`config.mk`:
```
export PLATFORM = sky130hd
export DESIGN_NAME = brgen_top
export DESIGN_NICKNAME = d
export VERILOG_FILES = /design/src/rtl/brgen_pkg.sv /design/src/rtl/brgen_rel.sv /design/src/rtl/brgen_page.sv /design/src/rtl/brgen_index.sv /design/src/rtl/brgen_top.sv
export SDC_FILE = /design/constraint.sdc
export NUM_CORES = 1
export LEC_CHECK = 0
export CORE_UTILIZATION = 42
export DETAILED_ROUTE_END_ITERATION = 16
export GPL_TIMING_DRIVEN = 1
export HOLD_SLACK_MARGIN = 0.12
export PLACE_DENSITY = 0.72
export SYNTH_ARGS = -nofsm -noshare
export SYNTH_HDL_FRONTEND = slang
export SYNTH_SLANG_ARGS = --single-unit
```
`constraint.sdc`:
```
create_clock -name clk -period 8.1 [get_ports clk]
set_clock_uncertainty 0.1 [all_clocks]
set_input_delay 0.81 -clock clk [delete_from_list [all_inputs] [get_ports clk]]
set_output_delay 0.81 -clock clk [all_outputs]
set_load 0.01 [all_outputs]
```
`src/rtl/brgen_pkg.sv`:
```
package brgen_pkg;

    localparam int unsigned BG_DATA_W = 8;
    localparam int unsigned BG_FORM_W = 3;

    typedef enum logic [BG_FORM_W-1:0] {
        FORM_REL   = 3'd0,
        FORM_PAGE  = 3'd1,
        FORM_LONG  = 3'd2,
        FORM_IJMP  = 3'd3,
        FORM_FPC   = 3'd4,
        FORM_FPTR  = 3'd5,
        FORM_RSV6  = 3'd6,
        FORM_RSV7  = 3'd7
    } form_e;

    function automatic logic form_fetches(input form_e f);
        return (f == FORM_FPC) || (f == FORM_FPTR);
    endfunction

    function automatic logic form_reserved(input form_e f);
        return (f == FORM_RSV6) || (f == FORM_RSV7);
    endfunction

endpackage

```
`src/rtl/brgen_rel.sv`:
```
module brgen_rel #(
    parameter int unsigned DATA_W = 8,
    parameter int unsigned ADDR_W = 16
) (
    input  logic [ADDR_W-1:0] pc,
    input  logic [DATA_W-1:0] disp,
    input  logic              take,
    output logic [ADDR_W-1:0] target
);
    localparam int unsigned EXT_W = ADDR_W - DATA_W;

    logic [ADDR_W-1:0] advanced;
    logic [ADDR_W-1:0] offset;

    always_comb begin
        advanced = pc + ADDR_W'(2);
        offset   = take ? {{EXT_W{disp[DATA_W-1]}}, disp} : '0;
        target   = advanced + offset;
    end
endmodule

```
`src/rtl/brgen_page.sv`:
```
module brgen_page #(
    parameter int unsigned DATA_W = 8,
    parameter int unsigned ADDR_W = 16
) (
    input  logic [ADDR_W-1:0] pc,
    input  logic [DATA_W-1:0] opcode,
    input  logic [DATA_W-1:0] low,
    output logic [ADDR_W-1:0] target
);
    localparam int unsigned SEL_W = 3;
    localparam int unsigned OFF_W = DATA_W + SEL_W;

    logic [ADDR_W-1:0] advanced;

    always_comb begin
        advanced = pc + ADDR_W'(2);
        target   = {advanced[ADDR_W-1:OFF_W], opcode[DATA_W-1 -: SEL_W], low};
    end
endmodule

```
`src/rtl/brgen_index.sv`:
```
module brgen_index #(
    parameter int unsigned DATA_W = 8,
    parameter int unsigned ADDR_W = 16
) (
    input  logic [ADDR_W-1:0] base,
    input  logic [DATA_W-1:0] index,
    output logic [ADDR_W-1:0] sum
);
    localparam int unsigned PAD_W = ADDR_W - DATA_W;

    assign sum = base + {{PAD_W{1'b0}}, index};
endmodule

```
`src/rtl/brgen_top.sv`:
```
module brgen_top
    import brgen_pkg::*;
#(
    parameter int unsigned DATA_W = BG_DATA_W,
    localparam int unsigned ADDR_W = 2 * DATA_W
) (
    input  logic                 clk,
    input  logic                 rst,
    input  logic                 req_valid,
    input  logic [BG_FORM_W-1:0] form,
    input  logic [ADDR_W-1:0]    pc,
    input  logic [DATA_W-1:0]    ibyte0,
    input  logic [DATA_W-1:0]    ibyte1,
    input  logic [DATA_W-1:0]    ibyte2,
    input  logic [DATA_W-1:0]    acc,
    input  logic [ADDR_W-1:0]    dptr,
    input  logic                 cond_true,
    output logic                 out_valid,
    output logic [ADDR_W-1:0]    next_pc,
    output logic [ADDR_W-1:0]    fetch_addr,
    output logic                 fetch_en
);
    typedef struct packed {
        logic [ADDR_W-1:0] npc;
        logic [ADDR_W-1:0] faddr;
        logic              fen;
    } result_t;

    form_e             sel;
    logic [ADDR_W-1:0] rel_tgt;
    logic [ADDR_W-1:0] page_tgt;
    logic [ADDR_W-1:0] ptr_sum;
    logic [ADDR_W-1:0] pc_next1;
    logic [ADDR_W-1:0] pc_sum;
    result_t           res_d;
    result_t           res_q;
    logic              vld_q;

    assign sel      = form_e'(form);
    assign pc_next1 = pc + ADDR_W'(1);

    brgen_rel #(.DATA_W(DATA_W), .ADDR_W(ADDR_W)) rel_i (
        .pc(pc), .disp(ibyte1), .take(cond_true), .target(rel_tgt)
    );

    brgen_page #(.DATA_W(DATA_W), .ADDR_W(ADDR_W)) page_i (
        .pc(pc), .opcode(ibyte0), .low(ibyte1), .target(page_tgt)
    );

    brgen_index #(.DATA_W(DATA_W), .ADDR_W(ADDR_W)) ptr_i (
        .base(dptr), .index(acc), .sum(ptr_sum)
    );

    brgen_index #(.DATA_W(DATA_W), .ADDR_W(ADDR_W)) pcx_i (
        .base(pc_next1), .index(acc), .sum(pc_sum)
    );

    always_comb begin
        res_d       = '0;
        res_d.fen   = form_fetches(sel);
        res_d.npc   = pc_next1;
        case (sel)
            FORM_REL:  res_d.npc = rel_tgt;
            FORM_PAGE: res_d.npc = page_tgt;
            FORM_LONG: res_d.npc = {ibyte1, ibyte2};
            FORM_IJMP: res_d.npc = ptr_sum;
            FORM_FPC:  res_d.faddr = pc_sum;
            FORM_FPTR: res_d.faddr = ptr_sum;
            default:   res_d.npc = pc_next1;
        endcase
        if (form_reserved(sel)) begin
            res_d.fen   = 1'b0;
            res_d.faddr = '0;
        end
    end

    always_ff @(posedge clk) begin
        if (rst) begin
            vld_q <= 1'b0;
            res_q <= '0;
        end else begin
            vld_q <= req_valid;
            if (req_valid) begin
                res_q <= res_d;
            end
        end
    end

    assign out_valid  = vld_q;
    assign next_pc    = res_q.npc;
    assign fetch_addr = res_q.faddr;
    assign fetch_en   = res_q.fen;
endmodule

```
==> Word level (Yosys, flattened, before mapping) <==
Index checks and enable logic that the tools add are counted.
{ "word_totals": {"mem_bits_rw": 0, "input_bits": 71, "word_cells": 23, "regBits": 34, "latch_bits": 0, "mem_bits_ro": 0, "memories": 0} }
{ "classes": {"mux": 4, "n_lt_le_gt_ge": 0, "n_eq_ne": 7, "reduce_logical": 3, "shifts": 0, "multipliers": 0, "add_sub_neg": 5, "n_div": 0, "n_bitwise": 0} }
{ "ops": {"columns": ["operator", "n"], "rows": [
  ["$pmux 16 s4", 1],
  ["$add 16x8->16", 2],
  ["$pmux 16 s2", 1],
  ["$mux 17", 1],
  ["$add 16x1->16 const B", 1],
  ["$add 16x16->16", 1],
  ["$add 16x2->16 const B", 1],
  ["$mux 16", 1],
  ["$eq 3x3->1 const B", 4],
  ["$eq 3x2->1 const B", 2],
  ["$eq 3x1->1 const B", 1],
  ["$logic_not 3->1", 1],
  ["$logic_or 1x1->1", 2]
]} }

==> Longest topological paths before layout <==
Gate-level depths: netlist of run 1.
{ "depth": {"ltp_word": 4, "depth_mapped": 14, "depth_no_buf": 12} }

==> Modules after synthesis <==
From an unflattened synthesis of run 1, not the netlist that was laid out.
{ "hier_totals": {"hier_cells": 542, "area_unflattened_um2": 4456.8} }
{ "modules_own_cells": {"columns": ["mod", "area_each_um2", "n_inst", "cells_each", "seq_area_each_um2"], "rows": [
  ["brgen_top", 2223.4, 1, 255, 680.7],
  ["brgen_rel", 1003.5, 1, 133, 0.0],
  ["brgen_index at ptr_i", 536.8, 1, 64, 0.0],
  ["brgen_index at pcx_i", 490.5, 1, 62, 0.0],
  ["brgen_page", 202.7, 1, 28, 0.0]
]} }

==> Worst setup path after synthesis of run 1 <==
Ideal clock, no wire load.
{ "synth_timing": {"path_type": "input to register", "startpoint": "input pc[1]", "endpoint": "register res_q, in the netlist fetch_addr[11]", "setup_slack_ns": 4.677, "t_required_ns": 7.878, "stages": 12, "t_arrival_ns": 3.201, "path_cell_list": "ha_1 -> buf_2 -> and2_1 -> nand3_1 -> xnor2_1 -> ha_1 -> o21a_1 -> o21ai_0 -> o31ai_1 -> or3b_4 -> xor2_1 -> a221o_1"} }
{ "synth_between": {"elab_chain_len": 4} }
{ "synth_lines": {"columns": ["item", "line", "source"], "rows": [
  ["start: declaration", "brgen_top.sv:11", "input logic [ADDR_W-1:0] pc,"],
  ["$add 16x1->16", "brgen_top.sv:40", "assign pc_next1 = pc + ADDR_W'(1);"],
  ["$add 16x8->16", "brgen_index.sv:11", "assign sum = base + {{PAD_W{1'b0}}, index};"],
  ["$pmux 16 s2", "brgen_top.sv:62", "case (sel)"],
  ["$mux 17", "brgen_top.sv:71", "if (form_reserved(sel)) begin"],
  ["end signal: assignment", "brgen_top.sv:84", "res_q <= res_d;"],
  ["end: declaration", "brgen_top.sv:36", "result_t res_q;"]
]} }
Every way passes these cells.
A chain may end at the register's enable or synchronous reset.

==> Worst setup path in the final report of run 1 <==
{ "layout_timing": {"startpoint": "input pc[2]", "endpoint": "register res_q, in the netlist fetch_addr[11]"} }
Same word-level chain as after synthesis.

==> summary.md, run 1 <==
The H-tree was split into 2 levels. In this run the tool buffered the top-level ports with 99 buffer cells. The destination of the worst hold path is fetch_addr[10].

In this design, the stage delay of the slowest critical-path cell is 0.64 ns. Data on the critical path is required at its endpoint by 8.18 ns. Post-synthesis area per instance: 7.86 um^2.

TritonCTS built the clock tree. The clock slew at the register clock pins of the worst setup and hold paths works out to 0.07 ns. The tools report the final design area excluding fillers as 5360 um^2. The top flip-flop cell by instance count after synthesis is sky130_fd_sc_hd__dfxtp_1. The share of the clock period used by the worst path after layout was 0.543; the via count of the routed design was 4572.

Capture instance of the worst register-to-register path: next_pc[15]. Among the stages of the critical path, the cell type that occurs most often is sky130_fd_sc_hd__ha_1. For the starting utilization of the core area, the log shows 0.436. Largest fanout on the critical path: 11. The tightest min-delay check is of the reg -> reg type.

In this run the deepest clock path goes through 2 buffers. In this run the critical register-to-register path is launched from next_pc[15]. The clock group share of total power is 0.209, and the share of synthesized flip-flops with an asynchronous set or reset is 0.

The fraction of layout instances using a drive strength above 1 works out to 0.0513. For this design the total switching power over the nets is 230 uW. The total routed wirelength came out at 14500 um. The worst setup path is captured at a register. The later pin in the worst-skew pair is clocked with a latency of 0.29 ns. Entering global routing, the biggest net connects 26 pins. The total number of clock tree sinks is 34, and the horizontal extent of the die is 103 um. The average detailed-routed wire length per instance came out at 19.1 um. Setup repair after global routing left no endpoint under its margin. The logs give 4280 um^2 for the combined area of all synthesized cells and 0.0811 mV for the worst vdd rail ir drop. The tools report the full die area as 10600 um^2. At the pin with the least slew margin, the transition time is 1.02 ns.

The pre-antenna-repair detailed-routing pass consisted of 5 iterations. The total internal power was 369 uW; the global placer's final weighted congestion was 0.941. The largest individual stage delay along the critical path comes from the cell sky130_fd_sc_hd__clkdlybuf4s50_1. After detailed routing, the number of remaining DRC violations is 0. The register area share after synthesis was 0.159; the count of standard-cell rows was 36. In this run the cell area measured after placement is 5280 um^2. Summing all multi-input logic gate instances after layout gives 3370 um^2. The wire length of the first global-routing pass was 22100 um; the headroom to the max-slew limit was 0.317. Setup violations remaining at the end of the flow were counted as 0. The worst setup path is launched from a primary input. The overall fraction of global-route tracks in use was 0.280. The tools report the filler cell count in the final layout as 993.

The clock tree root buffer cell is sky130_fd_sc_hd__clkbuf_8. The number of warning messages in the yosys log came out at 0. Using the TritonRoute via totals, the vias-per-cell ratio works out to 6.04. Ranked by total cell area, the synthesized netlist is headed by sky130_fd_sc_hd__dfxtp_1, sky130_fd_sc_hd__ha_1, sky130_fd_sc_hd__xnor2_1. In this run the power density over the cells is 112 nW/um^2. Post-CTS timing repair inserted 0 buffers for setup.

The critical path in this run is classified as in -> reg. Measured along the y axis, the die boundary spans 103 um. The run gives 71 as the count of unique library cells instantiated by Yosys. The remaining global-route overflow is 0. The tools report the hold path startpoint as fetch_addr[10]. For the final routed database, the setup TNS stands at 0 ns.

Instance count along the most critical hold path: 2. The arrival time of the worst setup path was 4.48 ns. The run gives 0.00206 uW as the leakage power total. The logs give 544 for the post-synthesis instance total and 0 for the number of max-cap violations. Once the clock tree was built, the resizer swapped 0 gates to a different size. The total area inside the core boundary comes to 9820 um^2. The flow ran to the end, and the final reports show no timing, DRC or antenna violations. The area share of the leading cell type in the synthesized netlist is 0.159, and the via count of the first global-routing pass is 4207. The synthesized design contains 34 register bits. Traced cell by cell, the critical path runs through clkdlybuf4s50_1, ha_1, and2_1, nand3_1, xnor2_1, ha_1, nor3_1, o21a_1, o31ai_1, or3b_4, xor2_1, a221o_1.

The number of hold violations in the final report was 0; the number of buffers created by CTS was 5. The logs give 0 for the number of antenna violations at the first check in global routing and 0 for the remaining antenna violation count. Pin placement for this block handled 105 I/O pins.

Hold repair after CTS inserted 0 buffers. The part of the power in combinational logic was 0.485; the setup slack on the worst flop-to-flop path was 6.78 ns. The largest total area in the synthesized netlist belongs to sky130_fd_sc_hd__dfxtp_1.

The synthesis-to-layout area growth came out at 25.4%. In this run, synthesis inferred 0 flip-flops with an integrated enable. The logs give 733 for the post-layout net count and 681 um^2 for the footprint of the flip-flops and latches. The origin of the worst setup path is pc[2]. The number of nets in the synthesized netlist was 653; the switching portion of total power was 0.384.

The time the worst path needs with I/O delays and setup came out at 4.40 ns. The maximum clock frequency was 0.228 GHz; the relative contribution of sequential cells to total power was 0.306. The logs give 324 for the count of routing violations after the opening detailed-route iteration and 0 for the number of antenna repair diodes. The logs give 0 for the number of pins with negative max-slew slack in the final report and 11700 um for the sum of net half-perimeters after detailed placement. The cell count of the worst reg-to-reg path is 4.
kinds of logic after synthesis:
kind of cell             after synthesis  share of synthesized area
AND/OR/NAND/NOR                      186                      0.227
XOR/XNOR                              61                      0.127
adder cells (fa/ha/maj)               38                      0.116
buffers and inverters                 45                     0.0541
multiplexers                          14                     0.0506
AO/OA/AOI/OAI                        166                      0.266
flip-flops                            34                      0.159
how the worst max path moves through the flow:
stage | cells after the start | endpoint | slack [ns]
4_1_cts | 12 | fetch_addr[11] | 3.70
3_3_place_gp | 12 | fetch_addr[11] | 3.46
5_1_grt | 12 | fetch_addr[11] | 3.50
6_report | 12 | fetch_addr[11] | 3.70
3_5_place_dp | 12 | fetch_addr[11] | 3.39
2_1_floorplan | 12 | fetch_addr[11] | 4.68
critical path, delay by kind of cell:
family,cells,cell delay (ns)
buffers and inverters,1,0.64
AO/OA/AOI/OAI,3,0.88
AND/OR/NAND/NOR,4,0.86
adder cells (fa/ha/maj),2,0.73
XOR/XNOR,2,0.54
power groups by stage:
stage	clock, uW	combinational, uW	sequential (uW)
5_1_grt	134	314	184
3_5_place_dp	0	286	187
2_1_floorplan	0	178	190
3_3_place_gp	0	282	187
4_1_cts	126	287	183
6_report	126	290	183
placed cells by master, fill, tap and decap left out, types with 5 or more instances in the layout:
cell type and n:
sky130_fd_sc_hd__o21a_1 5, sky130_fd_sc_hd__xor2_1 27, sky130_fd_sc_hd__nor4_1 6, sky130_fd_sc_hd__a21oi_1 42, sky130_fd_sc_hd__nand2b_1 7, sky130_fd_sc_hd__a221oi_1 5
sky130_fd_sc_hd__nor2_1 43, sky130_fd_sc_hd__nor2b_1 5, sky130_fd_sc_hd__mux2i_1 7, sky130_fd_sc_hd__o21ai_0 25, sky130_fd_sc_hd__ha_1 35, sky130_fd_sc_hd__and3_1 5
sky130_fd_sc_hd__and2_1 11, sky130_fd_sc_hd__o31ai_1 5, sky130_fd_sc_hd__clkbuf_8 5, sky130_fd_sc_hd__a31oi_1 6, sky130_fd_sc_hd__dfxtp_1 34, sky130_fd_sc_hd__nor3_1 13
sky130_fd_sc_hd__inv_1 16, sky130_fd_sc_hd__xnor2_1 33, sky130_fd_sc_hd__a22o_1 6, sky130_fd_sc_hd__nand2_1 46, sky130_fd_sc_hd__o211ai_1 11, sky130_fd_sc_hd__nand3_1 22
sky130_fd_sc_hd__a21o_1 12, sky130_fd_sc_hd__a211oi_1 11, sky130_fd_sc_hd__mux4_2 6, sky130_fd_sc_hd__nand4_1 9, sky130_fd_sc_hd__clkdlybuf4s50_1 99, sky130_fd_sc_hd__a221o_1 5
per-layer routing:
| layer | part of all wire | global-route usage | wire length (um) | up-vias |
|---|---|---|---|---|
| li1 | - | - | - | 2183 |
| met1 | 0.44 | 0.390 | 6400 | 2142 |
| met2 | 0.45 | 0.439 | 6570 | 219 |
| met3 | 0.073 | 0.0386 | 1060 | 28 |
| met4 | 0.032 | 0.102 | 459 | 0 |
| met5 | 0 | 0 | 0 | - |
flip-flops by register name (all words and copies together), names as in the netlist:
register    flops
fetch_addr     16
fetch_en        1
next_pc        16
out_valid       1
synth_stat cells (7+ instances only):
master / number
sky130_fd_sc_hd__a21oi_1: 42
sky130_fd_sc_hd__nand4_1: 9
sky130_fd_sc_hd__dfxtp_1: 34
sky130_fd_sc_hd__and2_1: 11
sky130_fd_sc_hd__nor2_1: 43
sky130_fd_sc_hd__mux2i_1: 7
sky130_fd_sc_hd__inv_1: 16
sky130_fd_sc_hd__nand2_1: 46
sky130_fd_sc_hd__clkbuf_1: 14
sky130_fd_sc_hd__a211oi_1: 11
sky130_fd_sc_hd__o21ai_0: 25
sky130_fd_sc_hd__o211ai_1: 11
sky130_fd_sc_hd__ha_1: 35
sky130_fd_sc_hd__nor3_1: 13
sky130_fd_sc_hd__nand3_1: 22
sky130_fd_sc_hd__xor2_1: 27
sky130_fd_sc_hd__nand2b_1: 7
sky130_fd_sc_hd__xnor2_1: 33
sky130_fd_sc_hd__a21o_1: 12
layout make-up:
class,instances,area share
clock inverter,1,0.00140
clock buffer,6,0.0135
multi-input combinational,465,0.628
tap,133,0.0310
sequential,34,0.127
timing repair buffer,101,0.188
inverter,17,0.0119
metrics by stage:
step	hold WS [ns]	instances	power [uW]	setup slack (ns)	util
after floorplan	0.363	544	368	4.68	-
after CTS	0.341	757	597	3.70	0.546
after detailed placement	0.331	750	473	3.39	0.538
final	0.340	757	599	3.70	0.546
after global routing	0.364	757	633	3.50	0.546
after global placement	0.327	750	468	3.46	0.538
(Power assumes the default switching activity.)
==> inputs of run 2 (changes only) <==
- clock period: 8.1 -> 4.4 ns (I/O delays scaled with it)
==> run 2 against run 1 <==
  * Critical path depth stayed put
  * Register-to-register slack lost 3.7 ns
  * Combinational power rose by 86%
  * Via count down 0.39%
  * Core utilization grew 0.48 points
  * Count of clock-buffer cells in the layout unchanged
  * Clock power grew 87%
  * Cell count grew 0.66%
  * First-iteration DRC count rose by 2.8%
  * Cell area grew 0.89%
  * Largest power group unchanged
==> summary.md, run 2 (synthesis results as in run 1) <==
At the placement stage, the worst setup path has a slack of 0.288 ns. The remaining antenna violation count is 0, and the average detailed-routed wire length per instance is 19.2 um. The path type of the worst min-delay path was reg -> reg. The vertical die dimension is 103 um, and the largest buffer count on any clock path is 2. The startpoint identified for the worst register-to-register timing path is next_pc[15]. For the post-layout net count, the log shows 739.

The post-layout worst setup margin is 0.584 ns. The library cell used most frequently in the layout, excluding fill and tap cells, is sky130_fd_sc_hd__clkdlybuf4s50_1. Destination of the worst hold path: next_pc[8]. At the end of routability-driven placement, the weighted congestion stood at 0.914. The tools report the data required time at the worst endpoint as 4.48 ns. The element type at the critical path end was a register. Number of antenna violations at the first check in global routing: 0.

After the first detailed-routing iteration, the DRC count stood at 333. After clock tree synthesis, the clock-pin slew on the worst setup and hold paths is 0.07 ns. The floorplan step defined a core boundary enclosing 9820 um^2.

The clock tree root buffer cell was sky130_fd_sc_hd__clkbuf_8. Counting stages on the worst path, the most repeated cell is sky130_fd_sc_hd__ha_1. The run gives 0.00209 uW as the leakage power total.

The synthesis-to-layout area growth was 26.5%. The share of the clock period used by the worst path after layout was 0.867; the post-placement cell area was 5330 um^2. In this run, placement finished with an instance count of 756.

The first detailed-routing pass took 5 iterations. The worst register-to-register path has a depth of 4. The instance count along the most critical hold path works out to 2. The worst hold path begins at next_pc[8].

In this run the power density over the cells is 206 nW/um^2. For the sum of net half-perimeters after detailed placement, the log shows 11900 um. The type of the worst setup path was in -> reg. The clock reaches the later pin of the worst-skew pair after 0.29 ns. The run gives 3.07 ns as the setup slack on the worst flop-to-flop path. The initialized floorplan defines 36 standard-cell rows.

Across the run, the number of max-cap violations was 0. The largest net degree at the start of global routing is 23, and the count of input and output buffers is 99. The worst setup path is launched from a primary input. The floorplan step set the die width to 103 um. The via count of the first global-routing pass came out at 4268.

The number of pins with negative max-slew slack in the final report is 0. Fraction of layout instances using a drive strength above 1: 0.0604. The slew at the pin closest to its max-slew limit came out at 1.00 ns.

The logs give 5410 um^2 for the final design area excluding fillers and 0 for the number of gates resized after CTS. Capture instance of the worst register-to-register path: next_pc[15]. The run gives 0.262 GHz as the maximum clock frequency.

Headroom to the max-slew limit: 0.327. For the starting utilization of the core area, the log shows 0.436. The number of top-level pins was 105. The signal on the critical path passes through clkdlybuf4s50_1, ha_1, and2_1, nand3_1, xnor2_1, ha_1, nor3_1, o21a_1, o31ai_1, or3b_4, xor2_1, a221o_1. For the worst vdd rail ir drop, the log shows 0.141 mV. TritonCTS built the clock tree. For the number of hold violations in the final report, the log shows 0.

The flow ran to the end, and the final reports show no timing, DRC or antenna violations. In this run, CTS created clock tree buffers numbering 5. The final instance count without filler cells came out at 762.

The largest fanout on the critical path is 8. For this run the aggregate overflow at the end of global routing stands at 0. The H-tree depth was 2; the mean number of vias per cell was 5.98. The wire length of the first global-routing pass was 22200 um. The floorplan step defined a die boundary enclosing 10600 um^2. 0 antenna diodes ended up in the layout. The logs give 4554 for the via count of the routed design and 3.89 ns for the arrival time of the worst setup path. After detailed routing, the number of remaining DRC violations is 0. Setup repair after global routing left no endpoint under its margin. The slowest stage of the critical path belongs to the cell sky130_fd_sc_hd__clkdlybuf4s50_1.

In this run, post-CTS hold repair placed 0 buffers. For the overall fraction of global-route tracks in use, the log shows 0.281. The delay of the slowest critical-path stage is 0.66 ns, and the total number of clock tree sinks is 34. The final total negative setup slack came out at 0 ns. The number of setup buffers added after CTS is 0. Total routed wirelength: 14600 um. Leaving out fill and tap cells, the most frequent cells in the layout are sky130_fd_sc_hd__clkdlybuf4s50_1, sky130_fd_sc_hd__nand2_1, sky130_fd_sc_hd__nor2_1, sky130_fd_sc_hd__a21oi_1, sky130_fd_sc_hd__ha_1. The time the worst path needs with I/O delays and setup was 3.82 ns; the post-layout utilization of the core was 0.551.

Setup violations remaining at the end of the flow were counted as 0.
[run 2: cell count changes in the layout (fill, tap and decap cells not counted), sizes merged]
cell,delta
buf,+6
clkinvlp,-1
[run 2: worst max path at each step]
stage / endpoint / slack, ns / cells past startpoint / start
floorplan: fetch_addr[11] / 1.35 / 12 / pc[1]
detailed placement: fetch_addr[11] / 0.29 / 12 / pc[2]
finish: fetch_addr[11] / 0.58 / 12 / pc[2]
CTS: fetch_addr[11] / 0.59 / 12 / pc[2]
global placement: fetch_addr[11] / 0.36 / 12 / pc[2]
global route: next_pc[15] / 0.24 / 13 / pc[3]
[run 2: routing by layer]
layer	GRT usage	wire, um	vias to the layer above	part of all wire
li1	-	-	2201	-
met1	0.374	6440	2110	0.44
met2	0.460	6690	210	0.46
met3	0.0488	1060	33	0.073
met4	0.0921	439	0	0.030
met5	0	0	-	0
[run 2: cell type report]
cell class                      count  area, um^2
Clock buffer                        6        82.6
Tap cell                          133         166
Sequential cell                    34         681
Fill cell                         980        4410
Multi-Input combinational cell    465        3370
Inverter                           17        63.8
Timing Repair Buffer              107        1050
[run 2: where the power goes]
part / internal, uW / leakage, uW / switching (uW)
Combinational: 249 / 0.00177 / 291
Clock: 121 / 0.0000431 / 114
Sequential: 326 / 0.000279 / 11.9
[run 2: stage by stage]
stage / hold slack, ns / total power (uW)
2_1_floorplan: 0.363 / 678
3_5_place_dp: 0.339 / 875
4_1_cts: 0.348 / 1110
5_1_grt: 0.364 / 1170
3_3_place_gp: 0.327 / 867
6_report: 0.344 / 1110
[run 2: worst max-delay path: cells and delay by family]
family / cells / cell delay (ns)
compound gates: 3 / 0.86
xor+xnor: 2 / 0.55
fa+ha+maj: 2 / 0.55
buf+inv: 1 / 0.66
simple gates: 4 / 0.81
==> inputs of run 3 (changes only) <==
- HOLD_SLACK_MARGIN: 0.12 -> 0.05
==> results of run 3 <==
The final DEF is identical to that of run 2; final timing and power are the same.
